<file path="src/rtl/nic_regs_pkg.sv">
// Shared offsets, field positions and PHY model constants for the
// Ethernet DMA control register block.
package nic_regs_pkg;
    localparam int unsigned ADDR_W = 12;
    localparam int unsigned DATA_W = 32;

    // Register offsets (byte addresses)
    localparam logic [ADDR_W-1:0] OFF_MGMT    = 12'h010;
    localparam logic [ADDR_W-1:0] OFF_PORT    = 12'h408;
    localparam logic [ADDR_W-1:0] OFF_CMD     = 12'h448;
    localparam logic [ADDR_W-1:0] OFF_CAUSE   = 12'h450;
    localparam logic [ADDR_W-1:0] OFF_MASK    = 12'h458;
    localparam logic [ADDR_W-1:0] OFF_RXFIRST = 12'h480;
    localparam logic [ADDR_W-1:0] OFF_RXCUR   = 12'h4A0;
    localparam logic [ADDR_W-1:0] OFF_TXCUR   = 12'h4E0;

    // Field positions
    localparam int unsigned MG_OPC_BIT   = 26;
    localparam int unsigned MG_VALID_BIT = 27;
    localparam int unsigned CMD_Q1_BIT   = 23;
    localparam int unsigned CMD_Q0_BIT   = 22;
    localparam int unsigned PORT_PAD_BIT = 28;
    localparam int unsigned CAUSE_RX     = 0;
    localparam int unsigned CAUSE_TXQ1   = 2;
    localparam int unsigned CAUSE_TXQ0   = 3;

    // Canned PHY model
    localparam logic [9:0]  PHY_STAT_ADR = 10'h021;
    localparam logic [9:0]  PHY_ID1_ADR  = 10'h041;
    localparam logic [9:0]  PHY_ID2_ADR  = 10'h061;
    localparam logic [15:0] PHY_STAT_VAL = 16'h000C;
    localparam logic [15:0] PHY_ID1_VAL  = 16'h0141;
    localparam logic [15:0] PHY_ID2_VAL  = 16'h0E20;

    // Decoded write request handed to the sub-blocks
    typedef struct packed {
        logic              en;
        logic [ADDR_W-1:0] off;
        logic [DATA_W-1:0] data;
    } wr_req_t;
endpackage

</file>
<file path="src/rtl/nic_ptr_bank.sv">
// Bank of N ring pointer registers at BASE + 4*i.
// Assumes word-aligned offsets; flags a hit for any offset in its window.
module nic_ptr_bank
    import nic_regs_pkg::*;
#(
    parameter int unsigned N    = 4,
    parameter int unsigned BASE = 12'h480
) (
    input  logic                clk,
    input  logic                rst_n,
    input  wr_req_t             wr,
    input  logic [ADDR_W-1:0]   rd_off,
    output logic                rd_hit,
    output logic [DATA_W-1:0]   rd_val,
    output logic [N*DATA_W-1:0] ptrs
);
    localparam int unsigned IW   = (N > 1) ? $clog2(N) : 1;
    localparam int unsigned SPAN = N * 4;

    logic [DATA_W-1:0] regs [N];
    logic [ADDR_W-1:0] wr_rel, rd_rel;
    logic              wr_hit;
    logic [IW-1:0]     wr_idx, rd_idx;

    // Window decode for both the write and the read offset
    always_comb begin
        wr_rel = wr.off - ADDR_W'(BASE);
        rd_rel = rd_off - ADDR_W'(BASE);
        wr_hit = (wr.off >= ADDR_W'(BASE)) && (wr_rel < ADDR_W'(SPAN)) && (wr.off[1:0] == 2'b00);
        rd_hit = (rd_off >= ADDR_W'(BASE)) && (rd_rel < ADDR_W'(SPAN)) && (rd_off[1:0] == 2'b00);
        wr_idx = wr_rel[IW+1:2];
        rd_idx = rd_rel[IW+1:2];
        rd_val = rd_hit ? regs[rd_idx] : '0;
    end

    for (genvar i = 0; i < N; i++) begin : g_ptr
        // One pointer register, loaded when its slot is written
        always_ff @(posedge clk) begin
            if (!rst_n)
                regs[i] <= '0;
            else if (wr.en && wr_hit && (wr_idx == IW'(i)))
                regs[i] <= wr.data;
        end
        assign ptrs[i*DATA_W +: DATA_W] = regs[i];
    end
endmodule

</file>
<file path="src/rtl/nic_cause_ctl.sv">
// Interrupt cause and mask with level interrupt.
// Software writes AND into the cause; engine pulses OR in afterwards.
// Assumes engine pulses are synchronous to clk.
module nic_cause_ctl
    import nic_regs_pkg::*;
(
    input  logic              clk,
    input  logic              rst_n,
    input  logic              cause_wr,
    input  logic              mask_wr,
    input  logic [DATA_W-1:0] wdata,
    input  logic              ev_rx,
    input  logic              ev_txq0,
    input  logic              ev_txq1,
    output logic [DATA_W-1:0] cause,
    output logic [DATA_W-1:0] mask,
    output logic              irq
);
    logic [DATA_W-1:0] set_vec, cause_nxt;

    // Build the set vector and the next cause: AND first, then OR
    always_comb begin
        set_vec             = '0;
        set_vec[CAUSE_RX]   = ev_rx;
        set_vec[CAUSE_TXQ1] = ev_txq1;
        set_vec[CAUSE_TXQ0] = ev_txq0;
        cause_nxt           = (cause_wr ? (cause & wdata) : cause) | set_vec;
    end

    // Cause and mask storage
    always_ff @(posedge clk) begin
        if (!rst_n) begin
            cause <= '0;
            mask  <= '0;
        end else begin
            cause <= cause_nxt;
            if (mask_wr)
                mask <= wdata;
        end
    end

    // Level interrupt from the stored state
    assign irq = |(cause & mask);

    AST_RX_EVENT_KEPT: assert property (@(posedge clk) disable iff (!rst_n)
        ev_rx |=> cause[CAUSE_RX]);
    AST_TXQ0_EVENT_KEPT: assert property (@(posedge clk) disable iff (!rst_n)
        ev_txq0 |=> cause[CAUSE_TXQ0]);
    AST_SW_CANNOT_SET: assert property (@(posedge clk) disable iff (!rst_n)
        (cause_wr && !ev_rx && !ev_txq0 && !ev_txq1) |=> ((cause & ~$past(cause)) == '0));
endmodule

</file>
<file path="src/rtl/nic_mgmt_port.sv">
// Management word with a canned PHY responder.
// Holds the last written word; reads are answered from a fixed model.
module nic_mgmt_port
    import nic_regs_pkg::*;
(
    input  logic              clk,
    input  logic              rst_n,
    input  logic              wr,
    input  logic [DATA_W-1:0] wdata,
    output logic              opc,
    output logic [DATA_W-1:0] resp
);
    logic [DATA_W-1:0] word_q;
    logic [9:0]        phy_adr;

    // Store the written management word
    always_ff @(posedge clk) begin
        if (!rst_n)
            word_q <= '0;
        else if (wr)
            word_q <= wdata;
    end

    // Answer from the PHY model when the read opcode is stored
    always_comb begin
        opc     = word_q[MG_OPC_BIT];
        phy_adr = word_q[25:16];
        resp    = '0;
        if (opc) begin
            resp[MG_VALID_BIT] = 1'b1;
            case (phy_adr)
                PHY_STAT_ADR: resp[15:0] = PHY_STAT_VAL;
                PHY_ID1_ADR:  resp[15:0] = PHY_ID1_VAL;
                PHY_ID2_ADR:  resp[15:0] = PHY_ID2_VAL;
                default:      resp[15:0] = '0;
            endcase
        end
    end
endmodule

</file>
<file path="src/rtl/nic_ctrl_regs.sv">
// Top of the Ethernet DMA control register block: decodes the bus,
// owns the read register, command strobes and port setting, and
// instantiates the cause unit, management port and pointer banks.
// Assumes one-cycle strobes and word-aligned offsets.
module nic_ctrl_regs
    import nic_regs_pkg::*;
#(
    parameter int unsigned N_RX = 4,
    parameter int unsigned N_TX = 2
) (
    input  logic                   clk,
    input  logic                   rst_n,
    input  logic                   bus_wr,
    input  logic                   bus_rd,
    input  logic [ADDR_W-1:0]      bus_addr,
    input  logic [DATA_W-1:0]      bus_wdata,
    output logic [DATA_W-1:0]      bus_rdata,
    input  logic                   ev_rx,
    input  logic                   ev_txq0,
    input  logic                   ev_txq1,
    output logic                   irq,
    output logic [1:0]             tx_start,
    output logic [1:0]             rx_pad_bytes,
    output logic [N_RX*DATA_W-1:0] rx_first_ptrs,
    output logic [N_RX*DATA_W-1:0] rx_cur_ptrs,
    output logic [N_TX*DATA_W-1:0] tx_cur_ptrs
);
    wr_req_t           wreq;
    logic [DATA_W-1:0] cause, mask, mg_resp, rxf_val, rxc_val, txc_val, rd_mux;
    logic              mg_opc, rxf_hit, rxc_hit, txc_hit, pad_q, any_hit;

    assign wreq = '{en: bus_wr, off: bus_addr, data: bus_wdata};

    nic_cause_ctl u_cause (
        .clk(clk), .rst_n(rst_n),
        .cause_wr(bus_wr && bus_addr == OFF_CAUSE),
        .mask_wr(bus_wr && bus_addr == OFF_MASK),
        .wdata(bus_wdata), .ev_rx(ev_rx), .ev_txq0(ev_txq0), .ev_txq1(ev_txq1),
        .cause(cause), .mask(mask), .irq(irq)
    );

    nic_mgmt_port u_mgmt (
        .clk(clk), .rst_n(rst_n), .wr(bus_wr && bus_addr == OFF_MGMT),
        .wdata(bus_wdata), .opc(mg_opc), .resp(mg_resp)
    );

    nic_ptr_bank #(.N(N_RX), .BASE(int'(OFF_RXFIRST))) u_rxfirst (
        .clk(clk), .rst_n(rst_n), .wr(wreq), .rd_off(bus_addr),
        .rd_hit(rxf_hit), .rd_val(rxf_val), .ptrs(rx_first_ptrs)
    );
    nic_ptr_bank #(.N(N_RX), .BASE(int'(OFF_RXCUR))) u_rxcur (
        .clk(clk), .rst_n(rst_n), .wr(wreq), .rd_off(bus_addr),
        .rd_hit(rxc_hit), .rd_val(rxc_val), .ptrs(rx_cur_ptrs)
    );
    nic_ptr_bank #(.N(N_TX), .BASE(int'(OFF_TXCUR))) u_txcur (
        .clk(clk), .rst_n(rst_n), .wr(wreq), .rd_off(bus_addr),
        .rd_hit(txc_hit), .rd_val(txc_val), .ptrs(tx_cur_ptrs)
    );

    // Read selection over all readable registers; write-only words read 0
    always_comb begin
        rd_mux  = '0;
        any_hit = 1'b1;
        if (bus_addr == OFF_MGMT)       rd_mux = mg_resp;
        else if (bus_addr == OFF_CAUSE) rd_mux = cause;
        else if (bus_addr == OFF_MASK)  rd_mux = mask;
        else if (bus_addr == OFF_PORT || bus_addr == OFF_CMD) rd_mux = '0;
        else if (rxf_hit)               rd_mux = rxf_val;
        else if (rxc_hit)               rd_mux = rxc_val;
        else if (txc_hit)               rd_mux = txc_val;
        else                            any_hit = 1'b0;
    end

    // Registered read data, held between reads
    always_ff @(posedge clk) begin
        if (!rst_n)
            bus_rdata <= '0;
        else if (bus_rd)
            bus_rdata <= rd_mux;
    end

    // Transmit start pulses from command writes; nothing is stored
    always_ff @(posedge clk) begin
        if (!rst_n)
            tx_start <= '0;
        else if (bus_wr && bus_addr == OFF_CMD)
            tx_start <= {bus_wdata[CMD_Q1_BIT], bus_wdata[CMD_Q0_BIT]};
        else
            tx_start <= '0;
    end

    // Port setting: two-byte receive offset
    always_ff @(posedge clk) begin
        if (!rst_n)
            pad_q <= 1'b0;
        else if (bus_wr && bus_addr == OFF_PORT)
            pad_q <= bus_wdata[PORT_PAD_BIT];
    end
    assign rx_pad_bytes = pad_q ? 2'd2 : 2'd0;

    AST_IRQ_ON_RX_EVENT: assert property (@(posedge clk) disable iff (!rst_n)
        (ev_rx && mask[CAUSE_RX]) |=> irq);
    AST_TXSTART_SOURCE: assert property (@(posedge clk) disable iff (!rst_n)
        tx_start[0] |-> $past(bus_wr && bus_addr == OFF_CMD && bus_wdata[CMD_Q0_BIT]));
    AST_MGMT_VALID_FLAG: assert property (@(posedge clk) disable iff (!rst_n)
        (bus_rd && bus_addr == OFF_MGMT) |=> (bus_rdata[MG_VALID_BIT] == $past(mg_opc)));
    AST_UNMAPPED_ZERO: assert property (@(posedge clk) disable iff (!rst_n)
        (bus_rd && !any_hit) |=> (bus_rdata == '0));
    AST_RDATA_HOLD: assert property (@(posedge clk) disable iff (!rst_n)
        !bus_rd |=> $stable(bus_rdata));
endmodule

</file>
<file path="config.mk">
export PLATFORM = sky130hd
export DESIGN_NAME = nic_ctrl_regs
export DESIGN_NICKNAME = d
export VERILOG_FILES = /design/src/rtl/nic_regs_pkg.sv /design/src/rtl/nic_ptr_bank.sv /design/src/rtl/nic_cause_ctl.sv /design/src/rtl/nic_mgmt_port.sv /design/src/rtl/nic_ctrl_regs.sv
export SDC_FILE = /design/constraint.sdc
export NUM_CORES = 1
export LEC_CHECK = 0
export ABC_AREA = 0
export BUFFER_PORTS_ARGS = -buffer_cell sky130_fd_sc_hd__buf_4
export CAP_MARGIN = 0
export CORE_ASPECT_RATIO = 1.25
export CORE_MARGIN = 2
export CORE_UTILIZATION = 30
export DETAILED_ROUTE_END_ITERATION = 6
export GPL_ROUTABILITY_DRIVEN = 0
export PLACE_DENSITY_LB_ADDON = 0.3
export SYNTH_ARGS = -nofsm -noshare
export SYNTH_HDL_FRONTEND = slang
export SYNTH_HIERARCHICAL = 1
export SYNTH_SLANG_ARGS = --single-unit
</file>
<file path="constraint.sdc">
create_clock -name clk -period 8.03 [get_ports clk]
set_input_delay 2.0075 -clock clk [delete_from_list [all_inputs] [get_ports clk]]
set_output_delay 2.0075 -clock clk [all_outputs]
set_load 0.02 [all_outputs]
</file>
# Yosys cells after proc, flatten, opt, wreduce, memory -nomap -nowiden
# Memory sizes are Yosys's and may differ from the RTL's.
# Index checks and enable logic that the tools add are counted.
[word_totals]
ff_bits = 126
mem_bits_rw = 320
input_bits = 51
output_inout_bits = 357
wordCells = 129
mem_count = 3
[memory_table]
columns = ["memory", "depth", "word_bits", "rd", "rd_clocked_by_memory_dff", "wr", "line", "text"]
rows = [
  ["u_rxcur.regs", 4, 32, 5, 0, 4, "nic_ptr_bank.sv:20", "logic [DATA_W-1:0] regs [N];"],
  ["u_rxfirst.regs", 4, 32, 5, 0, 4, "nic_ptr_bank.sv:20", ""],
  ["u_txcur.regs", 2, 32, 3, 0, 2, "nic_ptr_bank.sv:20", ""],
]
[classes]
n_addsub = 3
order_cmp = 6
n_eq_ne = 14
mux = 53
n_bitwise = 14
reduce_logical = 30
[ops]
columns = ["cell", "count"]
rows = [
  ["two-way mux 32 bit", 18],
  ["bitwise AND 32 bit", 2],
  ["equality test 12 x 11 -> 1 bit (second input constant)", 4],
  ["greater-or-equal comparator 12 x 11 -> 1 bit (second input constant)", 3],
  ["one-hot mux 12 bit (3 select lines)", 1],
  ["subtractor 12 x 11 -> 12 bit (second input constant)", 3],
  ["two-way mux 1 bit", 32],
  ["OR 32 x 4 -> 32 bit", 1],
  ["OR reduction 32 bit", 1],
  ["logical AND 1 bit", 24],
  ["less-than comparator 12 x 5 -> 1 bit (second input constant)", 2],
  ["equality test 10 x 7 -> 1 bit (second input constant)", 2],
  ["equality test 12 x 5 -> 1 bit (second input constant)", 1],
  ["less-than comparator 12 x 4 -> 1 bit (second input constant)", 1],
  ["two-way mux 12 bit", 1],
  ["equality test 10 x 6 -> 1 bit (second input constant)", 1],
  ["OR 1 bit", 10],
  ["equality test 2 bit (second input constant)", 4],
  ["logical NOT 2 bit", 3],
  ["equality test 2 x 1 -> 1 bit (second input constant)", 2],
  ["two-way mux 2 bit", 1],
  ["AND reduction 2 bit", 1],
  ["logical OR 1 bit", 1],
  ["inverter 1 bit", 1],
]

# Depth between registers and ports, before layout
# Gate-level depths: netlist of the first run.
[depth]
depth_word = 11
depth_mapped = 13
mapped_depth_nobuf = 10

# Modules after synthesis
# Netlist of the first run, hierarchy kept.
[by_module_without_submodules]
columns = ["module", "instances", "cells_each", "area_per_inst_um2", "seq_area_each_um2"]
rows = [
  ["nic_ptr_bank (u_rxcur)", 1, 468, 6849.1, 3843.7],
  ["nic_ptr_bank (u_rxfirst)", 1, 465, 6448.7, 3843.7],
  ["nic_ptr_bank (u_txcur)", 1, 318, 3965.1, 1921.8],
  ["nic_ctrl_regs", 1, 541, 3639.7, 700.7],
  ["nic_cause_ctl", 1, 259, 2438.6, 1281.2],
  ["nic_mgmt_port", 1, 73, 695.7, 220.2],
]

# Worst setup path before layout of the first run
# OpenSTA, ideal clock, no wires.
[synth_timing]
path_kind = "input to register"
startpoint = "input port bus_addr[5]"
endpoint = "memory u_rxcur.regs[1][0] (enable)"
setup_ns = 0.511
arrival_ns = 6.178
required_time_ns = 7.519
slack_ns = 1.342
stages = 6
path_buffers = 1
path_cell_list = "inv_1 > ha_1 > nor3b_1 > o211ai_2 > buf_2 > o41ai_1"
[synth_rtl]
columns = ["element", "line", "text"]
rows = [
  ["start: declaration", "nic_ctrl_regs.sv:15", "input logic [ADDR_W-1:0] bus_addr,"],
  ["end: declaration", "nic_ptr_bank.sv:20", ""],
]

# Worst setup path in the final report of the first run
[layout_timing]
startpoint = "input port bus_addr[6]"
endpoint = "register bus_rdata[12]"
[layout_via]
elab_chain_len = 11
word_cells_on_any_way = 28
cone_classes = "add/sub: 3; order compare: 6; eq/ne: 5; mux: 7; reduce/logical: 7"
[layout_lines]
columns = ["element", "line", "text"]
rows = [
  ["subtractor 12 x 11 -> 12 bit", "nic_ptr_bank.sv:28", "rd_rel = rd_off - ADDR_W'(BASE);"],
  ["less-than comparator 12 x 4 -> 1 bit", "nic_ptr_bank.sv:30", "rd_hit = (rd_off >= ADDR_W'(BASE)) && (rd_rel < ADDR_W'(SPAN)) && (rd_off[1:0] == 2'b00);"],
  ["logical AND 1 bit * (2 in series)", "nic_ptr_bank.sv:30", ""],
  ["net txc_hit", "nic_ctrl_regs.sv:30", "logic mg_opc, rxf_hit, rxc_hit, txc_hit, pad_q, any_hit;"],
  ["two-way mux 32 bit *", "nic_ctrl_regs.sv:70", "else if (txc_hit) rd_mux = txc_val;"],
  ["two-way mux 32 bit *", "nic_ctrl_regs.sv:69", "else if (rxc_hit) rd_mux = rxc_val;"],
  ["two-way mux 32 bit *", "nic_ctrl_regs.sv:68", "else if (rxf_hit) rd_mux = rxf_val;"],
  ["two-way mux 32 bit *", "nic_ctrl_regs.sv:67", "else if (bus_addr == OFF_PORT || bus_addr == OFF_CMD) rd_mux = '0;"],
  ["two-way mux 32 bit *", "nic_ctrl_regs.sv:66", "else if (bus_addr == OFF_MASK) rd_mux = mask;"],
  ["two-way mux 32 bit *", "nic_ctrl_regs.sv:65", "else if (bus_addr == OFF_CAUSE) rd_mux = cause;"],
  ["two-way mux 32 bit *", "nic_ctrl_regs.sv:64", "if (bus_addr == OFF_MGMT) rd_mux = mg_resp;"],
  ["end signal: assignment", "nic_ctrl_regs.sv:79", "bus_rdata <= rd_mux;"],
  ["end: declaration", "nic_ctrl_regs.sv:17", "output logic [DATA_W-1:0] bus_rdata,"],
]
# The timed path passes the listed nets; every way through them passes the cells marked *.
# A chain may end at the register's enable or synchronous reset.

==> flow_summary.ini, run 1 <==
[global_routing]
overflow = 0
grt_antenna_before_repair = 9
gr-usage-all-layers = 0.2493
grt_pass1_wl_um = 149300
grt_pass1_vias = 19750
grt_max_degree = 81

[route]
routedWlPerCell_um = 30.32
detail-route-antenna-nets = 0
viasPerCell = 5.704
wl_um = 106000
remaining_drc_errors = 0
vias = 19940
first_pass_iters = 6
dr.first_iter.drc_count = 2335

[sta]
fin_worst_skew_ns = 0.04358
hold_viol = 0
rsz0062_at_grt = false
max_clock_freq_mhz = 207.7
setup_viol = 0
fin_crit_sh = 0.5997
drv_slew = 0
layout_min_cycle_time_ns = 4.815
tightest_slew_ns = 1.237
worst_slack_ns = 3.215
fin_tns_setup_ns = 0
slew_headroom = 0.1752

[synth]
synth_flop_cell = edfxtp_1
synth_top_area_cell = edfxtp_1
yosys_warnings = 6
synth_edf_count = 320
yosysMostFrequentCell = edfxtp_1
synth_seq_cells = 430
yosys.area.top_type_share = 0.3998
synth.cell_area_um2 = 24040
synthTopCellsByCount = 320 x edfxtp_1, 270 x nand2_1, 176 x nor2b_1
ys_types = 67
synth_area_per_cell_um2 = 11.32
synth_async_sr_flop_share = 0
yosys-top-cells-area = edfxtp_1 40%, dfxtp_1 9.2%, mux4_2 6.0%
synth_cells = 2124
seq_area_frac_synth = 0.4914

[critical_path]
cpMaxStageDelayCell = nand4b_4
cp_cell_sequence = buf_4 -> ha_1 -> nor4b_4 -> nand4b_4 -> a211oi_4 -> buf_4 -> nand3b_1 -> a21oi_1 -> o21ai_0 -> a221oi_1 -> or2_2
cp_common_cell = buf_4
critPathMaxStageDelay_ns = 0.74
cp.arrival_ns = 5.39
required_ns = 8.60
path_class = input pin to register
worst_setup_path_start_kind = input pin
path_max_fanout = 33
end_kind = register

[final_layout]
drive_gt1_frac = 0.3361
syn2layout_area_growth_pct = 21.19
nNetsFinal = 2455
num_antenna_cells = 0

[job]
maxCapViolations = 0

[cts]
cts_tree = yes
root_buffer = clkbuf_16
clock_path_buffers = 3
cts_buffers = 46
holdBufCountCts = 0
cts_max_level = 2
cts_resized = 0
path_clk_slew_ns = 0.07
clock_latency_ns = 0.62
cts_sinks = 430
cts_setup_buffers = 0

[pwr]
power.switching_w = 0.001550
p_int_w = 0.003899
p_leak_nw = 9.635
pwr-share-comb = 0.140
swShare = 0.2844
powerDensity_nw_per_um2 = 187.1
pwr-share-clk = 0.396
peakVddDrop_uv = 142.0
pwr-share-seq = 0.465

[floorplanning]
dieWidth_um = 257.2
die_area_um2 = 82420
rows = 116
start_util = 0.3017
die_h_um = 320.5
coreArea_um2 = 79680
ios = 408

[placed_design]
hpwl_um = 72070
portBuffers = 406
place_ws_ns = 2.670

[worst_hold_path]
hold_class = register to register

[status]
status = completed
[critical path, delay by kind of cell]
kind	cells	cell delay, ns
adders and majority gates	1	0.33
buffers and inverters	2	0.61
AOI/OAI and AO/OA	4	1.02
and+or+nand+nor	4	1.36
[power by group through the flow]
stage / Combinational, W / Clock (W) / Sequential [W]
after floorplan: 0.000286 / 0 / 0.00267
after global placement: 0.000754 / 0 / 0.00258
after detailed placement: 0.000759 / 0 / 0.00258
after CTS: 0.000759 / 0.00218 / 0.00253
after global routing: 0.000788 / 0.00226 / 0.00254
final: 0.000761 / 0.00216 / 0.00253
[layout make-up]
cell class              instances  area (um2)
clock buffers                  69        1351
multi-input cells            1414       10880
inverters                      47       176.4
well taps                    1062        1329
flip-flops and latches        430       11810
fillers                      7866       50550
repair buffers                459        3450
clock inverters                15       127.6
[layout by cell type (no fill, tap or decap), types with 8 or more instances in the layout]
master     synthesis  routed
a221oi_1          31      31
dfxtp_1          110     110
or2_1             30      30
a31oi_1           33      32
nand3_1           23      22
nor4_1           100     100
o41ai_2            0       8
clkinv_1           3       8
a2111oi_2         26      26
a22oi_1           15      15
nor3_1            50      50
nor4_2           110     110
clkbuf_1         113      13
conb_1             2      23
nor2b_1          176     175
nand3b_1          33      33
inv_1             44      43
nor3_2            40      40
o21ai_1           30      29
edfxtp_1         320     320
mux4_2            64      64
clkbuf_16          0      48
mux2i_1           76      76
and3_1            28      28
o21ai_0           34      34
buf_4             48     458
a21oi_1          129     128
nand2_1          270     266
[path summary, 6_finish.rpt]
path	slack, ns	start	cells past startpoint	endpoint
setup / recovery	3.21	bus_addr[6]	11	bus_rdata[12]$_SDFFE_PN0P_
hold reg to reg	0.46	u_cause/cause[21]$_SDFFE_PN0P_	2	u_cause/cause[21]$_SDFFE_PN0P_
setup reg to reg	5.71	u_rxfirst/regs[0][15]$_SDFFCE_PN0P_	7	bus_rdata[15]$_SDFFE_PN0P_
hold / removal	0.46	u_cause/cause[21]$_SDFFE_PN0P_	2	u_cause/cause[21]$_SDFFE_PN0P_
[sequential cells by signal, indices dropped and copies added (netlist names)]
name and cells:
tx_start 2, u_mgmt/word_q 11, u_rxfirst/regs 128, u_cause/cause 32, pad_q 1, u_rxcur/regs 128, bus_rdata 32, u_cause/mask 32
u_txcur/regs 64
[routing by layer]
layer  vias up  wire, um  track usage
li1       8489         -            -
met1     10050     40940       0.3150
met2      1169     49170       0.3947
met3       237      9468      0.05785
met4         0      6407       0.1344
met5         -         0            0
[through the flow]
stage	std cells	instance area [um2]	util	power, W	hold slack (ns)
after global placement	3412	27650	0.3470	0.003330	0.4404
after floorplan	2145	24120	-	0.002955	0.4254
after global routing	3496	29130	0.3656	0.005584	0.4694
after detailed placement	3412	27650	0.3470	0.003337	0.4425
final	3496	29130	0.3656	0.005449	0.4589
after CTS	3496	29130	0.3656	0.005475	0.4538
[kinds of logic (layout without fill, tap and decap cells)]
| kind of cell | after synthesis | after routing | synth area share |
|---|---|---|---|
| AND/OR/NAND/NOR | 921 | 921 | 0.2526 |
| flip-flops | 430 | 430 | 0.4914 |
| AO/OA/AOI/OAI | 321 | 321 | 0.09239 |
| buffers and inverters | 301 | 590 | 0.06746 |
| multiplexers | 140 | 140 | 0.09161 |
| adder cells (fa/ha/maj) | 6 | 6 | 0.003123 |
| XOR/XNOR | 3 | 3 | 0.001093 |
| other | 2 | 23 | 0.0003124 |
No activity file was read; power rests on OpenSTA's default activity.
==> run 2: changes to the inputs <==
==> constraint.sdc (replaced) <==
create_clock -name clk -period 4 [get_ports clk]
set_input_delay 1 -clock clk [delete_from_list [all_inputs] [get_ports clk]]
set_output_delay 1 -clock clk [all_outputs]
set_load 0.02 [all_outputs]
==> flow_summary.ini, run 2 (synthesis gave the netlist of run 1 again) <==
[floorplanning]
die_area_um2 = 82420
die_h_um = 320.5
start_util = 0.3017
coreArea_um2 = 79680
ios = 408
dieWidth_um = 257.2
rows = 116

[global_routing]
grt_pass1_wl_um = 146300
grt_pass1_vias = 19520
gr-usage-all-layers = 0.2448
grt_max_degree = 105
overflow = 0
grt_antenna_before_repair = 5

[placed_design]
hpwl_um = 72790
portBuffers = 406

[critical_path]
critPathCapture = irq
worst_setup_path_start_kind = register
cp.arrival_ns = 2.45
reg2reg_depth = 7
required_ns = 3.00
worstReg2RegEnd = bus_rdata[4]$_SDFFE_PN0P_
path_max_fanout = 3
path_class = register to output port
crit_start = u_cause/mask[9]$_SDFFE_PN0P_
rrSetupSlack_ns = 1.81
r2r_start = u_rxfirst/regs[1][4]$_SDFFCE_PN0P_
end_kind = output port

[sta]
holdWs_ns = 0.4542
slew_headroom = 0.2760
tightest_slew_ns = 1.086
fin_tns_setup_ns = 0
layout_min_cycle_time_ns = 3.451
hold_viol = 0
max_clock_freq_mhz = 289.7
rsz0062_at_grt = false
drv_slew = 0
fin_worst_skew_ns = 0.01969
setup_viol = 0
fin_crit_sh = 0.8629

[route]
top_layer = met5
routedWlPerCell_um = 29.36
wl_um = 104000
remaining_drc_errors = 0
vias = 19910
first_pass_iters = 6
detail-route-antenna-nets = 0
met3_wirelength_um = 8665
drt-met1-wl_um = 40470
dr.first_iter.drc_count = 2121
route.met2.wl_um = 49190
viasPerCell = 5.617

[pwr]
p_leak_nw = 10.02
power_w = 0.01103
peakVddDrop_uv = 360.4
powerDensity_nw_per_um2 = 369.4

[cts]
cts_max_level = 2
holdBufCountCts = 0
root_buffer = clkbuf_16
cts_setup_buffers = 0
path_clk_slew_ns = 0.06
cts_resized = 0
clock_latency_ns = 0.62
clock_path_buffers = 3
cts_sinks = 430
cts_buffers = 47
cts_tree = yes

[final_layout]
final_cell_mix = 477 x buf_4, 320 x edfxtp_1, 266 x nand2_1
n_fill_cell = 7752
nNetsFinal = 2500
syn2layout_area_growth_pct = 24.19
final_common_cell = buf_4
reg_top3 = u_rxcur/regs x128, u_rxfirst/regs x128, u_txcur/regs x64
drive_gt1_frac = 0.3480

[job]
maxCapViolations = 0

[status]
status = completed

[worst_hold_path]
hold_class = register to register
-- run 2: critical path: stages (launching register included) --
cell	delay, ns
dfxtp_1	0.33
a22oi_1	0.45
nand4_1	0.23
or4_1	0.61
buf_4	0.21
-- run 2: how the worst min path moves through the flow --
stage,from,end,cells after the start
after global placement,u_cause/cause[8]$_SDFFE_PN0P_,u_cause/cause[8]$_SDFFE_PN0P_,2
final,u_cause/cause[21]$_SDFFE_PN0P_,u_cause/cause[21]$_SDFFE_PN0P_,2
after detailed placement,u_cause/cause[21]$_SDFFE_PN0P_,u_cause/cause[21]$_SDFFE_PN0P_,2
after CTS,u_cause/cause[21]$_SDFFE_PN0P_,u_cause/cause[21]$_SDFFE_PN0P_,2
after floorplan,u_cause/cause[11]$_SDFFE_PN0P_,u_cause/cause[11]$_SDFFE_PN0P_,2
after global routing,u_cause/cause[21]$_SDFFE_PN0P_,u_cause/cause[21]$_SDFFE_PN0P_,2
-- run 2: final cells by class --
class,instances,area (um2),area share
diodes,2,5.005,0.0001677
inverters,47,176.4,0.005910
clock inverters,22,172.7,0.005784
repair buffers,503,4084,0.1368
well taps,1062,1329,0.04451
multi-input cells,1414,10960,0.3671
clock buffers,64,1314,0.04401
flip-flops and latches,430,11810,0.3957
-- run 2: stage by stage --
step	cells	worst slack, ns	util	instance area, um2
detailed placement	3456	0.3314	0.3559	28360
global route	3542	0.5713	0.3746	29850
global placement	3456	0.3693	0.3559	28360
finish	3544	0.5486	0.3746	29850
CTS	3542	0.5294	0.3746	29850
floorplan	2145	-0.5985	-	24270
-- run 2: power breakdown --
group          switching [W]  total, W  internal, W  leakage (nW)
clock                0.00192   0.00435      0.00243         0.728
sequential          0.000133   0.00509      0.00495          3.92
combinational        0.00108   0.00159     0.000514          5.37
total                0.00313    0.0110      0.00790          10.0
-- run 2: metal layers --
layer | global-route usage | vias up
met3 | 0.05421 | 191
met5 | 0 | -
met4 | 0.1191 | 2
li1 | - | 8578
met2 | 0.3967 | 1056
met1 | 0.3083 | 10080
==> run 3: changes to the inputs <==
--- a/config.mk
+++ b/config.mk
@@ -6,12 +6,12 @@
 export NUM_CORES = 1
 export LEC_CHECK = 0
 export ABC_AREA = 0
-export BUFFER_PORTS_ARGS = -buffer_cell sky130_fd_sc_hd__buf_4
 export CAP_MARGIN = 0
 export CORE_ASPECT_RATIO = 1.25
 export CORE_MARGIN = 2
 export CORE_UTILIZATION = 30
 export DETAILED_ROUTE_END_ITERATION = 6
+export DONT_BUFFER_PORTS = 1
 export GPL_ROUTABILITY_DRIVEN = 0
 export PLACE_DENSITY_LB_ADDON = 0.3
 export SYNTH_ARGS = -nofsm -noshare
==> flow_summary.ini, run 3 (synthesis gave the netlist of run 1 again) <==
[critical_path]
path_max_fanout = 3
end_kind = output port
required_ns = 3.00
path_class = register to output port
worst_setup_path_start_kind = register
cp.arrival_ns = 2.41

[route]
routedWlPerCell_um = 32.91
wl_um = 102300
viasPerCell = 5.876
dr.first_iter.drc_count = 1845
vias = 18260
remaining_drc_errors = 0
first_pass_iters = 6
detail-route-antenna-nets = 0

[pwr]
p_leak_nw = 7.907
powerDensity_nw_per_um2 = 410.6
pwr-share-comb = 0.071
swShare = 0.2646
pwr-share-seq = 0.490
power_w = 0.01091
pwr-share-clk = 0.438
power.switching_w = 0.002888
peakVddDrop_uv = 357.3
p_int_w = 0.008025

[cts]
cts_max_level = 2
cts_resized = 0
clock_path_buffers = 3
cts_tree = yes
cts_buffers = 49
root_buffer = clkbuf_16
path_clk_slew_ns = 0.06
cts_setup_buffers = 0
cts_sinks = 430
holdBufCountCts = 0
clock_latency_ns = 0.61

[floorplanning]
rows = 116
coreArea_um2 = 79680
die_h_um = 320.5
ios = 408
start_util = 0.3017
dieWidth_um = 257.2
die_area_um2 = 82420

[global_routing]
grt_pass1_vias = 17840
grt_antenna_before_repair = 13
overflow = 0
gr-usage-all-layers = 0.2406
grt_max_degree = 138
grt_pass1_wl_um = 142600

[sta]
drv_slew = 0
tightest_slew_ns = 1.129
layout_min_cycle_time_ns = 3.409
slew_headroom = 0.2473
setup_viol = 0
fin_crit_sh = 0.8523
hold_viol = 0
fin_worst_skew_ns = 0.02338
max_clock_freq_mhz = 293.3
rsz0062_at_grt = false

[status]
status = completed

[placed_design]
portBuffers = 0
placed_area_um2 = 24900
hpwl_um = 69770

[final_layout]
finish.instance_area_um2 = 26580
syn2layout_area_growth_pct = 10.57
reg_top3 = u_rxcur/regs x128, u_rxfirst/regs x128, u_txcur/regs x64
final_common_cell = edfxtp_1
final_cell_mix = 320 x edfxtp_1, 266 x nand2_1, 175 x nor2b_1
drive_gt1_frac = 0.2066
nNetsFinal = 2060

[worst_hold_path]
hold_class = register to register

[job]
maxCapViolations = 0
## run 3: cell count changes in the layout (fill, tap and decap cells not counted), moves of 4 or more
cell	delta
buf_12	-12
buf_4	-428
bufinv_16	+5
clkinv_1	+5
clkinv_2	-4
clkinv_4	+4
## run 3: worst max-delay path, cell delays in order (launching register included)
cell and delay [ns]:
dfxtp_1 0.33, a22oi_1 0.48, nand4_1 0.25, or4_1 0.73
## run 3: stage by stage
| stage | setup slack, ns | setup TNS, ns | hold slack (ns) | util | instances |
|---|---|---|---|---|---|
| finish | 0.5909 | 0 | 0.4545 | 0.3336 | 3108 |
| CTS | 0.6157 | 0 | 0.4538 | 0.3335 | 3105 |
| global placement | 0.5293 | 0 | 0.4424 | 0.3125 | 3014 |
| detailed placement | 0.4886 | 0 | 0.4438 | 0.3125 | 3014 |
| floorplan | -0.5985 | -38.29 | 0.4254 | - | 2145 |
| global route | 0.6555 | 0 | 0.4748 | 0.3335 | 3105 |
## run 3: power by group through the flow
stage,registers [W],logic [W],clock network [W]
after floorplan,0.00535,0.000586,0
after global placement,0.00544,0.000775,0
after detailed placement,0.00545,0.000777,0
after CTS,0.00535,0.000779,0.00485
after global routing,0.00537,0.000816,0.00499
final,0.00535,0.000778,0.00478
## run 3: path summary, 6_finish.rpt
check,from,endpoint,slack (ns),cells past startpoint
worst max-delay path,u_cause/mask[9]$_SDFFE_PN0P_,irq,0.59,3
worst min-delay path,u_cause/cause[10]$_SDFFE_PN0P_,u_cause/cause[10]$_SDFFE_PN0P_,0.45,2
worst max register to register,u_rxfirst/regs[0][9]$_SDFFCE_PN0P_,bus_rdata[9]$_SDFFE_PN0P_,1.70,7
worst min register to register,u_cause/cause[10]$_SDFFE_PN0P_,u_cause/cause[10]$_SDFFE_PN0P_,0.45,2
## run 3: cell type report
cell class | count | area (um2)
clock inverter | 29 | 330.3
inverter | 47 | 176.4
multi-input combinational | 1414 | 10980
sequential | 430 | 11810
clock buffer | 62 | 1338
fill | 7884 | 53100
tap | 1062 | 1329
timing repair buffer | 61 | 608.1
antenna | 3 | 7.507
## run 3: layer usage
layer | part of all wire | track usage
met5 | 0.00036 | 0
met2 | 0.47 | 0.3873
met1 | 0.36 | 0.2809
met3 | 0.11 | 0.09072
met4 | 0.051 | 0.1181
